[config.mk]
export PLATFORM = sky130hd
export DESIGN_NAME = regbank_zr
export DESIGN_NICKNAME = d
export VERILOG_FILES = /design/src/rtl/regbank_pkg.sv /design/src/rtl/rb_wr_decode.sv /design/src/rtl/rb_cells.sv /design/src/rtl/rb_rd_mux.sv /design/src/rtl/regbank_zr.sv
export SDC_FILE = /design/constraint.sdc
export NUM_CORES = 1
export LEC_CHECK = 0
export ABC_AREA = 1
export CAP_MARGIN = 10
export CORE_UTILIZATION = 60
export CTS_CLUSTER_SIZE = 14
export DETAILED_ROUTE_END_ITERATION = 10
export DONT_BUFFER_PORTS = 1
export PLACE_DENSITY = 0.76
export SLEW_MARGIN = 25
export SYNTH_ARGS = -nofsm -noshare
export SYNTH_HDL_FRONTEND = slang
export SYNTH_HIERARCHICAL = 1
export SYNTH_SLANG_ARGS = --single-unit
export TNS_END_PERCENT = 20
[constraint.sdc]
create_clock -name clk -period 2.4 [get_ports clk]
set_input_delay 0.48 -clock clk [delete_from_list [all_inputs] [get_ports clk]]
set_output_delay 0.48 -clock clk [all_outputs]
set_load 0.005 [all_outputs]
[src/rtl/regbank_pkg.sv]
package regbank_pkg;

  // Address width for a bank of n entries, never below one bit.
  function automatic int addr_bits(input int n);
    return (n > 1) ? $clog2(n) : 1;
  endfunction

endpackage

[src/rtl/rb_wr_decode.sv]
module rb_wr_decode #(
  parameter int REG_COUNT = 8,
  parameter int ADDR_W    = 3
) (
  input  logic                 wr_en,
  input  logic [ADDR_W-1:0]    wr_addr,
  output logic [REG_COUNT-1:0] wr_sel
);

  // Entry 0 never gets a select; unmapped codes match no entry.
  assign wr_sel[0] = 1'b0;

  for (genvar i = 1; i < REG_COUNT; i++) begin : g_sel
    assign wr_sel[i] = wr_en && (wr_addr == ADDR_W'(i));
  end

endmodule

[src/rtl/rb_cells.sv]
module rb_cells #(
  parameter int REG_COUNT = 8,
  parameter int DATA_W    = 8
) (
  input  logic                             clk,
  input  logic                             rst,
  input  logic [REG_COUNT-1:0]             wr_sel,
  input  logic [DATA_W-1:0]                wr_data,
  output logic [REG_COUNT-1:0][DATA_W-1:0] cell_q
);

  // Entry 0 is a constant; no flops are built for it.
  assign cell_q[0] = '0;

  for (genvar i = 1; i < REG_COUNT; i++) begin : g_cell
    always_ff @(posedge clk) begin
      if (rst) begin
        cell_q[i] <= '0;
      end else if (wr_sel[i]) begin
        cell_q[i] <= wr_data;
      end
    end
  end

endmodule

[src/rtl/rb_rd_mux.sv]
module rb_rd_mux #(
  parameter int REG_COUNT = 8,
  parameter int DATA_W    = 8,
  parameter int ADDR_W    = 3
) (
  input  logic [REG_COUNT-1:0][DATA_W-1:0] cell_q,
  input  logic [ADDR_W-1:0]                rd_addr,
  output logic [DATA_W-1:0]                rd_data
);

  // Default zero covers entry 0 and any unmapped address code.
  always_comb begin
    rd_data = '0;
    for (int i = 1; i < REG_COUNT; i++) begin
      if (rd_addr == ADDR_W'(i)) begin
        rd_data = cell_q[i];
      end
    end
  end

endmodule

[src/rtl/regbank_zr.sv]
module regbank_zr #(
  parameter int REG_COUNT = 8,
  parameter int DATA_W    = 8,
  localparam int ADDR_W   = regbank_pkg::addr_bits(REG_COUNT)
) (
  input  logic              clk,
  input  logic              rst,
  input  logic              wr_en,
  input  logic [ADDR_W-1:0] wr_addr,
  input  logic [DATA_W-1:0] wr_data,
  input  logic [ADDR_W-1:0] rd_a_addr,
  output logic [DATA_W-1:0] rd_a_data,
  input  logic [ADDR_W-1:0] rd_b_addr,
  output logic [DATA_W-1:0] rd_b_data
);

  logic [REG_COUNT-1:0]             wr_sel;
  logic [REG_COUNT-1:0][DATA_W-1:0] cell_q;

  rb_wr_decode #(.REG_COUNT(REG_COUNT), .ADDR_W(ADDR_W)) u_dec (
    .wr_en   (wr_en),
    .wr_addr (wr_addr),
    .wr_sel  (wr_sel)
  );

  rb_cells #(.REG_COUNT(REG_COUNT), .DATA_W(DATA_W)) u_cells (
    .clk     (clk),
    .rst     (rst),
    .wr_sel  (wr_sel),
    .wr_data (wr_data),
    .cell_q  (cell_q)
  );

  rb_rd_mux #(.REG_COUNT(REG_COUNT), .DATA_W(DATA_W), .ADDR_W(ADDR_W)) u_rd_a (
    .cell_q  (cell_q),
    .rd_addr (rd_a_addr),
    .rd_data (rd_a_data)
  );

  rb_rd_mux #(.REG_COUNT(REG_COUNT), .DATA_W(DATA_W), .ADDR_W(ADDR_W)) u_rd_b (
    .cell_q  (cell_q),
    .rd_addr (rd_b_addr),
    .rd_data (rd_b_data)
  );

endmodule

==> results.json <==
{
  "rows": 28,
  "dr.pass1.iters": 6,
  "clock.fmax_mhz": 576,
  "setup_violations": 0,
  "period_minus_slack_ps": 1740,
  "ant_nets": 0,
  "path_class": "in -> out",
  "routed_wl_microns": 8660,
  "mostFrequentLayoutCell": "nand2_1",
  "cp-end-kind": "output port",
  "multiInputGateArea_sq_um": 2010,
  "h-tree-depth": 2,
  "grtUsageTotal": 0.284,
  "fillCellCount": 588,
  "cts.sinks": 56,
  "drc_errors": 0,
  "grt_max_degree": 57,
  "crit_path_start_kind": "primary input",
  "p_leak_uw": 0.00142,
  "largest_register_ffs": 56,
  "cts_tree": "yes",
  "power_per_cell_area_nw_per_um2": 543,
  "ctsRootBufferMaster": "clkbuf_8",
  "mostFrequentLayoutCells": "nand2_1 (146), nor2_1 (113), dfxtp_1 (56)",
  "ctsHoldBuffers": 0,
  "top_regs": "u_cells/cell_q x56",
  "fp.dieW_microns": 80.1,
  "yosys_warnings": 6,
  "peakVddDrop_uv": 328,
  "synth.cell_area_sq_um": 3660,
  "start_util": 0.619,
  "final_cell_count_no_fill": 616,
  "dr_total_vias": 3323,
  "finalCritPeriodShare": 0.723,
  "status": "completed",
  "die_h_microns": 80.1,
  "top_register": "u_cells/cell_q",
  "synth.avg_cell_area_sq_um": 6.57,
  "die-area_sq_um": 6420,
  "cts_resized": 0,
  "nets": 560,
  "hold_violations": 0,
  "first_global_vias": 2920,
  "core_sq_um": 5920,
  "gr-total-overflow": 0,
  "dp.cells": 608,
  "post-cts-setup-buffers": 0,
  "area_growth_pct": -2.32,
  "viasPerCell": 5.39,
  "final-seq-area_sq_um": 1120,
  "slew_viol_final": 0,
  "tns_ps": 0,
  "hpwlAfterDp_microns": 6220,
  "clock_latency_ps": 300,
  "hold_class": "in -> reg",
  "antenna_found_initial": 0,
  "layout-drive-gt1-share": 0.201,
  "clockBufferDepth": 2,
  "rsz0062_at_grt": "false",
  "antenna_cells": 0,
  "worstPathArrival_ps": 1260,
  "wl_per_cell_microns": 14.1,
  "drt_iter0_drc": 213,
  "grt_pass1_wl_microns": 14000,
  "skew_ps": 0,
  "maxCapViolations": 0,
  "syn_inst": 557,
  "ioPinCount": 36,
  "worst_pin_slew_ps": 460,
  "maxSlewHeadroom": 0.692,
  "worst-path-max-fanout": 25,
  "gp_congestion": 0.854,
  "port_buffers": 0,
  "cts_buffers": 5,
  "syn_nets": 577,
  "cp.required_ps": 1920,
  "clk_pin_slew_ps": 100
}
final timing paths:
| kind | from | end | slack, ps | cells after the start |
|---|---|---|---|---|
| max | rd_a_addr[1] | rd_a_data[6] | 660 | 5 |
| max reg2reg | u_cells/cell_q[25] | u_cells/cell_q[25] | 1760 | 2 |
| min reg2reg | u_cells/cell_q[62] | u_cells/cell_q[62] | 490 | 2 |
| min | wr_data[1] | u_cells/cell_q[57] | 490 | 4 |
layout make-up:
| cell class | instances | area share |
|---|---|---|
| clock inverter | 1 | 0.00839 |
| sequential | 56 | 0.313 |
| clock buffer | 7 | 0.0269 |
| timing repair buffer | 8 | 0.0203 |
| multi-input combinational | 429 | 0.561 |
| tap | 75 | 0.0262 |
| inverter | 40 | 0.0434 |
where the power goes:
part           switching, uW  leakage [uW]  internal [uW]
Sequential              27.4      0.000455            962
Clock                    307     0.0000645            369
Combinational            183      0.000904           95.8
Total                    517       0.00142           1430
per-stage QoR:
stage	setup WS (ps)	hold WS, ps	cell area [sq um]	power [uW]	utilization
after floorplan	758	463	3660	1290	-
after global placement	717	474	3450	1280	0.583
after detailed placement	699	481	3450	1290	0.583
after CTS	696	495	3580	1950	0.604
after global routing	558	491	3580	2040	0.604
final	664	492	3580	1940	0.604
worst max-delay path: stages:
cell and delay [ps]:
inv_2 60, nor3_4 420, a21oi_1 130, nand3_1 90, nand2_1 60
layer usage:
metal  global-route usage  share of wire
met5                    0              0
met4                0.111          0.023
met3               0.0443          0.054
met2                0.491           0.49
met1                0.352           0.43
Power figures use the tool's default switching activity.
